`config.mk`:
```
export PLATFORM = sky130hd
export DESIGN_NAME = pllseq_bank
export DESIGN_NICKNAME = d
export VERILOG_FILES = /design/src/rtl/pllseq_pkg.sv /design/src/rtl/pllseq_gate.sv /design/src/rtl/pllseq_regs.sv /design/src/rtl/pllseq_rdseq.sv /design/src/rtl/pllseq_clksel.sv /design/src/rtl/pllseq_bank.sv
export SDC_FILE = /design/constraint.sdc
export NUM_CORES = 1
export LEC_CHECK = 0
export ABC_AREA = 0
export BUFFER_PORTS_ARGS = -buffer_cell sky130_fd_sc_hd__buf_2
export CAP_MARGIN = 20
export CORE_ASPECT_RATIO = 0.5
export CORE_MARGIN = 4
export CORE_UTILIZATION = 48
export DETAILED_ROUTE_END_ITERATION = 6
export HOLD_SLACK_MARGIN = 0.15
export PLACE_DENSITY_LB_ADDON = 0.08
export REMOVE_ABC_BUFFERS = 1
export SETUP_SLACK_MARGIN = 0.05
export SYNTH_ARGS = -nofsm -noshare
export SYNTH_HDL_FRONTEND = slang
export SYNTH_HIERARCHICAL = 1
export SYNTH_SLANG_ARGS = --single-unit
```
`constraint.sdc`:
```
create_clock -name clk -period 2.2 [get_ports clk]
set_clock_uncertainty 0.2 [all_clocks]
set_input_delay 0.44 -clock clk [delete_from_list [all_inputs] [get_ports clk]]
set_output_delay 0.44 -clock clk [all_outputs]
set_load 0.03 [all_outputs]
```
`src/rtl/pllseq_pkg.sv`:
```
package pllseq_pkg;
    localparam int PLL_M_W = 7;
    localparam int PLL_N_W = 5;
    localparam int PLL_R_W = 3;

    typedef enum logic {
        ACC_LOCKED = 1'b0,
        ACC_OPEN   = 1'b1
    } acc_state_e;

    typedef enum logic [1:0] {
        SEQ_P0 = 2'd0,
        SEQ_P1 = 2'd1,
        SEQ_P2 = 2'd2,
        SEQ_P3 = 2'd3
    } seq_state_e;

    typedef enum logic [1:0] {
        SRC_FIX_LO = 2'b00,
        SRC_FIX_HI = 2'b01,
        SRC_PLL    = 2'b10
    } clk_src_e;

    typedef struct packed {
        logic [PLL_M_W-1:0] m;
        logic [PLL_N_W-1:0] n;
        logic [PLL_R_W-1:0] r;
    } pll_fields_t;
endpackage

```
`src/rtl/pllseq_gate.sv`:
```
module pllseq_gate
    import pllseq_pkg::*;
#(
    parameter int IDX_W  = 8,
    parameter int DATA_W = 8,
    parameter logic [IDX_W-1:0]  KEY_IDX = 8'h08,
    parameter logic [DATA_W-1:0] KEY_VAL = 8'h06
) (
    input  logic              clk,
    input  logic              rst_n,
    input  logic              wr_en,
    input  logic [IDX_W-1:0]  idx,
    input  logic [DATA_W-1:0] wdata,
    output logic [DATA_W-1:0] key_q,
    output logic              open,
    output logic              wr_go
);
    acc_state_e state_q, state_d;
    logic [DATA_W-1:0] key_d;
    logic key_wr;

    assign key_wr = wr_en && (idx == KEY_IDX);

    always_comb begin
        state_d = state_q;
        key_d   = key_q;
        if (key_wr) begin
            key_d = wdata;
        end
        unique case (state_q)
            ACC_LOCKED: if (key_wr && (wdata == KEY_VAL)) state_d = ACC_OPEN;
            ACC_OPEN:   if (key_wr && (wdata != KEY_VAL)) state_d = ACC_LOCKED;
            default:    state_d = ACC_LOCKED;
        endcase
    end

    always_ff @(posedge clk) begin
        if (!rst_n) begin
            state_q <= ACC_LOCKED;
            key_q   <= '0;
        end else begin
            state_q <= state_d;
            key_q   <= key_d;
        end
    end

    always_comb begin
        open  = (state_q == ACC_OPEN);
        wr_go = wr_en && open && (idx > KEY_IDX);
    end
endmodule

```
`src/rtl/pllseq_regs.sv`:
```
module pllseq_regs
    import pllseq_pkg::*;
#(
    parameter int IDX_W   = 8,
    parameter int DATA_W  = 8,
    parameter int NUM_PLL = 2,
    parameter logic [IDX_W-1:0] PLL_BASE = 8'h10,
    parameter logic [IDX_W-1:0] CMD_IDX  = 8'h15
) (
    input  logic              clk,
    input  logic              rst_n,
    input  logic              wr_go,
    input  logic [IDX_W-1:0]  idx,
    input  logic [DATA_W-1:0] wdata,
    output pll_fields_t       plls [NUM_PLL],
    output logic [DATA_W-1:0] cmd_q,
    output logic              reconfig
);
    for (genvar g = 0; g < NUM_PLL; g++) begin : g_pll
        localparam logic [IDX_W-1:0] LO_IDX = IDX_W'(PLL_BASE + 2 * g);
        localparam logic [IDX_W-1:0] HI_IDX = IDX_W'(PLL_BASE + 2 * g + 1);
        always_ff @(posedge clk) begin
            if (!rst_n) begin
                plls[g] <= '0;
            end else if (wr_go && (idx == LO_IDX)) begin
                plls[g].n <= wdata[PLL_N_W-1:0];
                plls[g].r <= wdata[PLL_N_W +: PLL_R_W];
            end else if (wr_go && (idx == HI_IDX)) begin
                plls[g].m <= wdata[PLL_M_W-1:0];
            end
        end
    end

    always_ff @(posedge clk) begin
        if (!rst_n) begin
            cmd_q    <= '0;
            reconfig <= 1'b0;
        end else begin
            reconfig <= wr_go && (idx == CMD_IDX);
            if (wr_go && (idx == CMD_IDX)) cmd_q <= wdata;
        end
    end
endmodule

```
`src/rtl/pllseq_rdseq.sv`:
```
module pllseq_rdseq
    import pllseq_pkg::*;
#(
    parameter int DATA_W = 8,
    parameter logic [4*DATA_W-1:0] SEQ_VALS = 32'hDA00C07B
) (
    input  logic              clk,
    input  logic              rst_n,
    input  logic              adv,
    output logic [DATA_W-1:0] seq_val
);
    seq_state_e state_q, state_d;

    always_comb begin
        state_d = state_q;
        if (adv) begin
            unique case (state_q)
                SEQ_P0: state_d = SEQ_P1;
                SEQ_P1: state_d = SEQ_P2;
                SEQ_P2: state_d = SEQ_P3;
                SEQ_P3: state_d = SEQ_P0;
                default: state_d = SEQ_P0;
            endcase
        end
    end

    always_ff @(posedge clk) begin
        if (!rst_n) state_q <= SEQ_P0;
        else        state_q <= state_d;
    end

    always_comb begin
        unique case (state_q)
            SEQ_P0: seq_val = SEQ_VALS[0*DATA_W +: DATA_W];
            SEQ_P1: seq_val = SEQ_VALS[1*DATA_W +: DATA_W];
            SEQ_P2: seq_val = SEQ_VALS[2*DATA_W +: DATA_W];
            SEQ_P3: seq_val = SEQ_VALS[3*DATA_W +: DATA_W];
            default: seq_val = '0;
        endcase
    end
endmodule

```
`src/rtl/pllseq_clksel.sv`:
```
module pllseq_clksel
    import pllseq_pkg::*;
#(
    parameter int DATA_W    = 8,
    parameter int HALVE_BIT = 4
) (
    input  logic [1:0]        sel,
    input  logic [DATA_W-1:0] cmd,
    output clk_src_e          src,
    output logic              halve
);
    always_comb begin
        unique case (sel)
            2'd0:    src = SRC_FIX_LO;
            2'd1:    src = SRC_FIX_HI;
            default: src = SRC_PLL;
        endcase
        halve = cmd[HALVE_BIT];
    end
endmodule

```
`src/rtl/pllseq_bank.sv`:
```
module pllseq_bank
    import pllseq_pkg::*;
#(
    parameter int IDX_W  = 8,
    parameter int DATA_W = 8,
    parameter logic [IDX_W-1:0]  KEY_IDX    = 8'h08,
    parameter logic [DATA_W-1:0] KEY_VAL    = 8'h06,
    parameter logic [IDX_W-1:0]  OPEN_LIMIT = 8'h1B,
    parameter logic [IDX_W-1:0]  PLL_BASE   = 8'h10,
    parameter logic [IDX_W-1:0]  CMD_IDX    = 8'h15,
    parameter logic [IDX_W-1:0]  SEQ_IDX    = 8'h17,
    parameter int HALVE_BIT = 4,
    parameter logic [4*DATA_W-1:0] SEQ_VALS = 32'hDA00C07B
) (
    input  logic              clk,
    input  logic              rst_n,
    input  logic              wr_en,
    input  logic              rd_en,
    input  logic [IDX_W-1:0]  idx,
    input  logic [DATA_W-1:0] wdata,
    output logic [DATA_W-1:0] rdata,
    input  logic [1:0]        clk_sel_in,
    output logic [PLL_M_W-1:0] mem_m,
    output logic [PLL_N_W-1:0] mem_n,
    output logic [PLL_R_W-1:0] mem_r,
    output logic [PLL_M_W-1:0] vid_m,
    output logic [PLL_N_W-1:0] vid_n,
    output logic [PLL_R_W-1:0] vid_r,
    output logic [DATA_W-1:0] pll_cmd,
    output logic [1:0]        clk_src,
    output logic              clk_halve,
    output logic              reconfig
);
    localparam int NUM_PLL = 2;
    localparam int MEM_SLOT = 0;
    localparam int VID_SLOT = 1;

    logic [DATA_W-1:0] key_q;
    logic              acc_open;
    logic              wr_go;
    pll_fields_t       plls [NUM_PLL];
    logic [DATA_W-1:0] seq_val;
    logic              seq_adv;
    clk_src_e          src_e;

    pllseq_gate #(.IDX_W(IDX_W), .DATA_W(DATA_W), .KEY_IDX(KEY_IDX), .KEY_VAL(KEY_VAL)) u_gate (
        .clk(clk), .rst_n(rst_n), .wr_en(wr_en), .idx(idx), .wdata(wdata),
        .key_q(key_q), .open(acc_open), .wr_go(wr_go)
    );

    pllseq_regs #(.IDX_W(IDX_W), .DATA_W(DATA_W), .NUM_PLL(NUM_PLL),
                  .PLL_BASE(PLL_BASE), .CMD_IDX(CMD_IDX)) u_regs (
        .clk(clk), .rst_n(rst_n), .wr_go(wr_go), .idx(idx), .wdata(wdata),
        .plls(plls), .cmd_q(pll_cmd), .reconfig(reconfig)
    );

    assign seq_adv = rd_en && acc_open && (idx == SEQ_IDX);

    pllseq_rdseq #(.DATA_W(DATA_W), .SEQ_VALS(SEQ_VALS)) u_seq (
        .clk(clk), .rst_n(rst_n), .adv(seq_adv), .seq_val(seq_val)
    );

    pllseq_clksel #(.DATA_W(DATA_W), .HALVE_BIT(HALVE_BIT)) u_clk (
        .sel(clk_sel_in), .cmd(pll_cmd), .src(src_e), .halve(clk_halve)
    );

    assign clk_src = src_e;
    assign mem_m = plls[MEM_SLOT].m;
    assign mem_n = plls[MEM_SLOT].n;
    assign mem_r = plls[MEM_SLOT].r;
    assign vid_m = plls[VID_SLOT].m;
    assign vid_n = plls[VID_SLOT].n;
    assign vid_r = plls[VID_SLOT].r;

    always_comb begin
        rdata = '0;
        if (idx == KEY_IDX) begin
            rdata = key_q;
        end else if (idx > KEY_IDX && !acc_open) begin
            rdata = (idx < OPEN_LIMIT) ? '0 : DATA_W'(idx);
        end else if (idx > KEY_IDX) begin
            if (idx == CMD_IDX) rdata = pll_cmd;
            if (idx == SEQ_IDX) rdata = seq_val;
            for (int g = 0; g < NUM_PLL; g++) begin
                if (idx == IDX_W'(PLL_BASE + 2 * g))
                    rdata = DATA_W'({plls[g].r, plls[g].n});
                if (idx == IDX_W'(PLL_BASE + 2 * g + 1))
                    rdata = DATA_W'({1'b0, plls[g].m});
            end
        end
    end
endmodule

```
* Yosys cells after proc, flatten, opt, wreduce, memory -nomap -nowiden
Cells that the tools add are included.
** Operators by class
- Equal/unequal tests :: 13
- Muxes and demuxes :: 16
- Reduce and logical (&&, ||, !) cells :: 18
- Bitwise logic cells :: 3
- Magnitude comparators :: 2
** Operators with widths (count)
- $mux 8 :: 10
- $eq 8x5->1 const B :: 6
- $pmux 8 s4 :: 1
- $logic_and 1x1->1 :: 13
- $eq 8x3->1 const B :: 1
- $eq 8x4->1 const B :: 1
- $gt 8x4->1 const B :: 1
- $lt 8x5->1 const B :: 1
- $ne 8x3->1 const B :: 1
- $pmux 2 s4 :: 1
- $eq 2x1->1 const B :: 2
- $eq 2x2->1 const B :: 2
- $logic_not 2->1 :: 2
- $pmux 2 s2 :: 1
- $reduce_and 2->1 :: 2
- $not 1->1 :: 3
- $mux 1 :: 2
- $pmux 1 s2 :: 1
- $logic_not 1->1 :: 1
** Word-level totals
- Bits in registers :: 50
- Output and inout port bits :: 50
- Word-level logic and storage cells :: 63

* Logic depth before layout (Yosys ltp)
Gate-level depths: netlist (run 1).
- Depth after elaboration :: 10
- Gate-level depth with buffers :: 8

* Modules after synthesis
Netlist (run 1), hierarchy kept.
** Modules (own cells, without submodules)
- pllseq_regs :: times used 1, seq. area each 780.7 um^2, area each 1482.7 um^2, cells each 144
- pllseq_bank :: times used 1, seq. area each 0.0 um^2, area each 780.7 um^2, cells each 106
- pllseq_gate :: times used 1, seq. area each 180.2 um^2, area each 427.9 um^2, cells each 47
- pllseq_rdseq :: times used 1, seq. area each 40.0 um^2, area each 188.9 um^2, cells each 23
- pllseq_clksel :: times used 1, seq. area each 0.0 um^2, area each 17.5 um^2, cells each 3

* Worst setup path before layout (run 1)
OpenSTA, ideal clock, no wires.
- Path type :: in2out
- Start point :: input port idx[1]
- End point :: output port rdata[5]
- Stages :: 7
- Required time :: 1.560 ns
- Slack :: -0.279 ns
- Path buffers :: 3
- Data arrival time :: 1.839 ns
- Path through :: buf_6 > buf_6 > buf_6 > mux2i_1 > a21oi_1 > o21ai_0 > o21ai_0
** On the way
- Cells in the longest elaborated chain, start to end :: 10
- Elaborated cells on any way between the ends :: 20
- Classes of those cells :: order compare (2); eq/ne (7); mux (10); reduce/logical (1)
** Ends and longest elaborated chain
- start, declared :: line pllseq_bank.sv:19 : input logic [IDX_W-1:0] idx,
- $eq 8x5->1 :: line pllseq_bank.sv:82 : if (idx == CMD_IDX) rdata = pll_cmd;
- $mux 8 :: line pllseq_bank.sv:82
- $mux 8 :: line pllseq_bank.sv:83 : if (idx == SEQ_IDX) rdata = seq_val;
- $mux 8 :: line pllseq_bank.sv:85 : if (idx == IDX_W'(PLL_BASE + 2 * g))
- $mux 8 :: line pllseq_bank.sv:87 : if (idx == IDX_W'(PLL_BASE + 2 * g + 1))
- $mux 8 :: line pllseq_bank.sv:85
- $mux 8 :: line pllseq_bank.sv:87
- $mux 8 :: line pllseq_bank.sv:81 : end else if (idx > KEY_IDX) begin
- $mux 8 :: line pllseq_bank.sv:79 : end else if (idx > KEY_IDX && !acc_open) begin
- $mux 8 * :: line pllseq_bank.sv:77 : if (idx == KEY_IDX) begin
- end, declared :: line pllseq_bank.sv:21 : output logic [DATA_W-1:0] rdata,
Mark *: on every way between the ends. The rest lies on a longest branch, timed or not.

* Final worst setup path (run 1)
- Start point :: register u_seq.state_q[0]
- End point :: output port rdata[4]
** On the way
- Cells in the longest elaborated chain, start to end :: 10
- Elaborated cells on any way between the ends :: 13
- Classes of those cells :: eq/ne (3); mux (9); reduce/logical (1)
** Ends and longest elaborated chain
- start, declared :: line pllseq_rdseq.sv:12 : seq_state_e state_q, state_d;
- start signal, assigned :: line pllseq_rdseq.sv:29 : else state_q <= state_d;
- $eq 2x2->1, or another cell as far along :: line pllseq_rdseq.sv:33 : unique case (state_q)
- $pmux 8 s4 * :: line pllseq_rdseq.sv:33
- $mux 8 * :: line pllseq_bank.sv:83
- $mux 8 * :: line pllseq_bank.sv:85
- $mux 8 * :: line pllseq_bank.sv:87
- $mux 8 * :: line pllseq_bank.sv:85
- $mux 8 * :: line pllseq_bank.sv:87
- $mux 8 * :: line pllseq_bank.sv:81
- $mux 8 * :: line pllseq_bank.sv:79
- $mux 8 * :: line pllseq_bank.sv:77
Mark *: on every way between the ends. The rest lies on a longest branch, timed or not. The select of a mux whose other input is x is not followed.

==> flow_summary.ini, run 1 <==
[status]
status = finished, violations left
violations = negative setup slack

[timing]
fin_hold_ws_ps = 224
layout_setup_ws_ps = -242
fin_setup_tns_ps = -1310
worst_pin_slew_ps = 551
slew_headroom_pct = 63.2
fmax_ghz = 0.410
slew_viol_final = 0
layout_min_cycle_time_ps = 2440
fin_crit_sh_pct = 111
setup_violations = 8
rsz0062_at_grt = true
finalHoldViolations = 0

[critical_path]
arrival_ps = 1800
cp-startpoint = u_seq/state_q[0]
endpoint_kind = output pin
crit_path_start_kind = flop
max_stage_delay_ps = 340
critPathMaxFanout = 3
worst-endpoint-required_ps = 1560
crit_path_cell_trace = inv_2 -> ha_4 -> inv_4 -> mux2_4 -> nand2_2 -> a221oi_2 -> a221o_1 -> buf_6
critical_path_class = reg -> out
cp_slowest_cell = dfxtp_2

[clock_tree]
clk-insertion-delay-late_ps = 290
cts-root-buf = clkbuf_16
ctsHoldBuffers = 0
clkTransAtPathRegs_ps = 70
cts.sinks = 50
htreeDepth = 2
clock_path_buffers = 2
cts_tree = built
numCtsBuffers = 5

[final_layout]
layout_commonest_cell = nand2_1
n_antenna_cell = 0
final_cell_mix = 75 x nand2_1, 60 x buf_2, 57 x mux2i_1
nets = 445
syn_to_final_growth_pct = 36.0
register_area_um2 = 1000
fin_cells = 492
utilization_pct = 69.6
multiInputGateArea_um2 = 1810
fillers = 449
drive_gt1_share_pct = 41.5
stdcell_area_um2 = 3940

[logic_synthesis]
synth_enable_flop_cells = 0
synth_top_area_share_pct = 34.5
synth_adder_area_share_pct = 2.16
synth_area_um2 = 2900
synth_top_area_cell = dfxtp_1
synth_compound_area_share_pct = 10.3
syn-mean-instance-area_um2 = 8.97
ys_dominant_reg_cell = dfxtp_1
synth_top_family_by_area = multiplexers
synth_simple_gate_area_share_pct = 21.8
ys_top_cells_by_area = dfxtp_1 35%, mux2i_1 20%, nand2_1 10%
async_flop_share_pct = 0
yosysSeqAreaShare_pct = 34.5
yosysUniqueCellTypes = 45
synth_seq_cells = 50
muxShareOfSynthArea_pct = 23.8
syn_inst = 323
synth_xor_area_share_pct = 0
synth_warnings = 6

[global_route]
grt_pass1_vias = 2727
grt_pass1_wl_um = 14300
track_usage_pct = 24.0
grt_max_degree = 30
grt_util_met1_pct = 32.8
grt_overflow_total = 0
antenna_found_initial = 0
busiest_layer = met2
grt_util_met3_pct = 5.06
met2_usage_pct = 38.0

[drt]
wl_um = 8980
first_pass_iters = 4
drt_iter0_drc = 185
drcViolationCount = 0
vias = 2714
ant_nets = 0
via_per_inst = 5.52
wl_per_cell_um = 18.3

[power_and_ir_drop]
p_int_mw = 1.51
power.total_mw = 2.02
p_clk_share_pct = 41.7
p_comb_share_pct = 13.6
total_leakage_power_nw = 1.91
power_density_nw_per_um2 = 513
p_seq_share_pct = 44.7
swShare_pct = 25.4
power.switching_mw = 0.513
max-vdd-ir-drop_mv = 0.475

[placement]
portBuffers = 71
gp_congestion = 0.868
dp_hpwl_um = 6470
placed_cell_area_um2 = 3500
post-place-ws_ps = -230
placed_cells = 480

[worst_hold_path]
worstHoldPathType = in -> reg
min-delay-start = wdata[2]

[floorplanning]
num_rows = 19
coreArea_um2 = 5660
start_util_pct = 51.2
ios = 72
dieWidth_um = 118
die-height_um = 62.9
die_area_um2 = 7420

[run]
drv_cap = 0
==> worst paths after layout <==
check | to | slack [ps] | depth (start not counted)
max | rdata[4] | -240 | 8
min | u_gate/key_q[2] | 220 | 3
max reg2reg | u_regs/plls[26] | 380 | 7
min reg2reg | u_gate/key_q[6] | 260 | 2
==> metal layers <==
layer	share of wire, %	vias to the layer above	wire, um
li1	-	1304	-
met1	45	1300	4070
met2	45	100	4040
met3	8.3	10	749
met4	1.3	0	120
met5	0	-	0
==> state kept, by name, indices dropped and copies added (netlist names), named ones only <==
signal / count
u_seq/state_q: 2
u_regs/cmd_q: 8
u_regs/reconfig: 1
u_regs/plls: 30
u_gate/key_q: 8
==> Yosys cell counts (2+ instances only) <==
cell type	n
nand4_1	2
nand2b_1	3
a221oi_2	4
o21ai_2	4
nor2_1	10
o22ai_1	2
o21ai_0	12
inv_1	6
a221o_1	4
mux2_2	8
a21oi_1	12
and2_1	3
buf_4	6
dfxtp_1	50
mux2_4	2
buf_2	4
nand3_1	2
a211oi_1	3
buf_6	6
mux2i_1	57
nor2b_1	10
nor3_1	2
nor4_1	2
ha_1	5
nor3b_1	2
clkbuf_1	7
nand2_1	77
==> worst max-delay path, delay by kind of cell (launching register included) <==
kind                       cells  cell delay [ps]
DFF                            1              340
AOI/OAI and AO/OA              2              330
adders and majority gates      1              270
muxes                          1              260
buffers and inverters          3              230
and+or+nand+nor                1               70
==> cells by family after synthesis <==
logic type	count (synthesis)
flops	50
simple gates	126
compound gates	42
other cells	1
buf+inv	32
fa+ha+maj	5
mux	67
==> what timing repair did <==
| item | in CTS | in global routing |
|---|---|---|
| setup buffers | 1 | 3 |
| gates resized for setup | 60 | 11 |
| pin swaps | 12 | 8 |
| setup endpoints to repair | 8 | 34 |
| cloned | 1 | 0 |
==> layout make-up <==
type	instances	share of cell area (%)
clock buffers	7	3.87
clock inverters	1	0.222
well taps	73	2.32
flip-flops and latches	50	25.5
inverters	6	0.635
multi-input cells	241	46.0
repair buffers	114	21.5
==> power groups by stage <==
stage	logic [mW]	clock network (mW)	registers [mW]
2_1_floorplan	0.0900	0	0.926
3_3_place_gp	0.230	0	0.926
3_5_place_dp	0.233	0	0.926
4_1_cts	0.265	0.843	0.905
5_1_grt	0.292	0.886	0.904
6_report	0.275	0.842	0.905
(Power assumes the default switching activity.)
==> run 2, diff against run 1 <==
--- a/config.mk
+++ b/config.mk
@@ -8,9 +8,9 @@
 export ABC_AREA = 0
 export BUFFER_PORTS_ARGS = -buffer_cell sky130_fd_sc_hd__buf_2
 export CAP_MARGIN = 20
-export CORE_ASPECT_RATIO = 0.5
+export CORE_ASPECT_RATIO = 2
 export CORE_MARGIN = 4
-export CORE_UTILIZATION = 48
+export CORE_UTILIZATION = 50
 export DETAILED_ROUTE_END_ITERATION = 6
 export HOLD_SLACK_MARGIN = 0.15
 export PLACE_DENSITY_LB_ADDON = 0.08
==> constraint.sdc (replaced) <==
create_clock -name clk -period 2.3 [get_ports clk]
set_clock_uncertainty 0.2 [all_clocks]
set_input_delay 0.46 -clock clk [delete_from_list [all_inputs] [get_ports clk]]
set_output_delay 0.46 -clock clk [all_outputs]
set_load 0.03 [all_outputs]
==> flow_summary.ini, run 2 (synthesis results as in run 1) <==
[status]
status = finished, violations left
violations = negative setup slack

[floorplanning]
dieWidth_um = 61.8
ios = 72
num_rows = 39
die_area_um2 = 7150
coreArea_um2 = 5660
die-height_um = 116
start_util_pct = 51.2

[timing]
fmax_ghz = 0.401
slew_viol_final = 0
layout_min_cycle_time_ps = 2490
fin_setup_tns_ps = -505
layout_setup_ws_ps = -191
rsz0062_at_grt = true
fin_crit_sh_pct = 108
finalHoldViolations = 0
setup_violations = 6
fin_hold_ws_ps = 255

[run]
drv_cap = 0

[drt]
top_layer = met4
drt_iter0_drc = 131
ant_nets = 0
wl_met3_um = 391
wl_met2_um = 4280
wl_um = 8610
wl_per_cell_um = 18.0
drcViolationCount = 0
via_per_inst = 5.62
vias = 2691
wl_met1_um = 3540
first_pass_iters = 4

[clock_tree]
clock_path_buffers = 2
cts-root-buf = clkbuf_16
clkTransAtPathRegs_ps = 70
cts.sinks = 50
clk-insertion-delay-late_ps = 290
ctsHoldBuffers = 0
cts_tree = built
numCtsBuffers = 5
htreeDepth = 2

[final_layout]
n_antenna_cell = 0
top_regs = u_regs/plls (30), u_gate/key_q (8), u_regs/cmd_q (8)
largest_reg_flops = 30
utilization_pct = 70.3
layout_commonest_cell = nand2_1
nets = 444
drive_gt1_share_pct = 42.3
final_cell_mix = 74 x nand2_1, 58 x buf_2, 57 x mux2i_1
regMostFlops = u_regs/plls
fin_cells = 479
stdcell_area_um2 = 3980
syn_to_final_growth_pct = 37.3

[global_route]
grt_pass1_vias = 2692
antenna_found_initial = 0
grt_overflow_total = 0
grt_pass1_wl_um = 13800
grt_max_degree = 48
track_usage_pct = 25.6

[placement]
post-place-ws_ps = -201
portBuffers = 71
placed_cells = 466
dp_hpwl_um = 6130
placed_cell_area_um2 = 3470
gp_congestion = 0.912

[worst_hold_path]
worstHoldPathType = in -> reg
hold_depth = 3
hold_end = u_gate/key_q[7]
min-delay-start = wdata[7]

[critical_path]
reg2reg_to = u_regs/plls[18]
crit_path_cell_trace = inv_2 -> ha_4 -> inv_4 -> mux2_4 -> nand2_2 -> a221oi_2 -> a221o_1 -> buf_6
worst-endpoint-required_ps = 1640
cp_slowest_cell = dfxtp_2
crit_path_start_kind = flop
endpoint_kind = output pin
critPathMaxFanout = 3
critPathBufInv = 3
critical_path_class = reg -> out
path_delay_family = compound AO/OA/AOI/OAI gates
r2r_setup_slack_ps = 390
arrival_ps = 1830
max_stage_delay_ps = 330
worst-r2r-cell-count = 8

[power_and_ir_drop]
power.total_mw = 2.00
p_seq_share_pct = 43.3
total_leakage_power_nw = 1.95
p_comb_share_pct = 14.1
p_clk_share_pct = 42.6
swShare_pct = 24.7
max-vdd-ir-drop_mv = 0.523
power.switching_mw = 0.493
power_density_nw_per_um2 = 502
p_int_mw = 1.51
run 2: worst max-delay path by stage:
stage / startpoint / to / slack, ps / cells past startpoint
4_1_cts: u_seq/state_q[1] / rdata[4] / -170 / 8
5_1_grt: u_seq/state_q[0] / rdata[1] / -230 / 8
6_report: u_seq/state_q[1] / rdata[1] / -190 / 8
2_1_floorplan: idx[5] / rdata[5] / -270 / 4
3_3_place_gp: idx[1] / rdata[4] / -160 / 7
3_5_place_dp: idx[1] / rdata[0] / -200 / 7
run 2: power by group through the flow:
stage | Combinational [mW] | Sequential, mW | Clock [mW]
floorplan | 0.0861 | 0.885 | 0
global placement | 0.217 | 0.885 | 0
detailed placement | 0.219 | 0.885 | 0
CTS | 0.275 | 0.865 | 0.860
global route | 0.299 | 0.865 | 0.897
finish | 0.281 | 0.865 | 0.851
run 2: per-layer routing:
metal,vias to the layer above,GRT usage (%)
li1,1305,-
met1,1266,32.4
met2,91,41.6
met3,29,3.12
met4,0,12.7
met5,-,0
run 2: worst min-delay path: stages:
cell and delay [ps]:
buf_2 120, nand2_1 60, mux2i_1 60
run 2: timing repair:
item | CTS | global route
setup buffers | 3 | 2
setup endpoints to repair | 8 | 15
resized for setup | 74 | 10
pin swaps | 24 | 7
cloned | 2 | 0
run 2: cell type report:
class                      instances  area [um^2]
clock buffer                       5          125
clock inverter                     3         43.8
fill                             479         1680
inverter                           6         27.5
multi-input combinational        241         1840
sequential                        50         1000
tap                               61         76.3
timing repair buffer             113          866
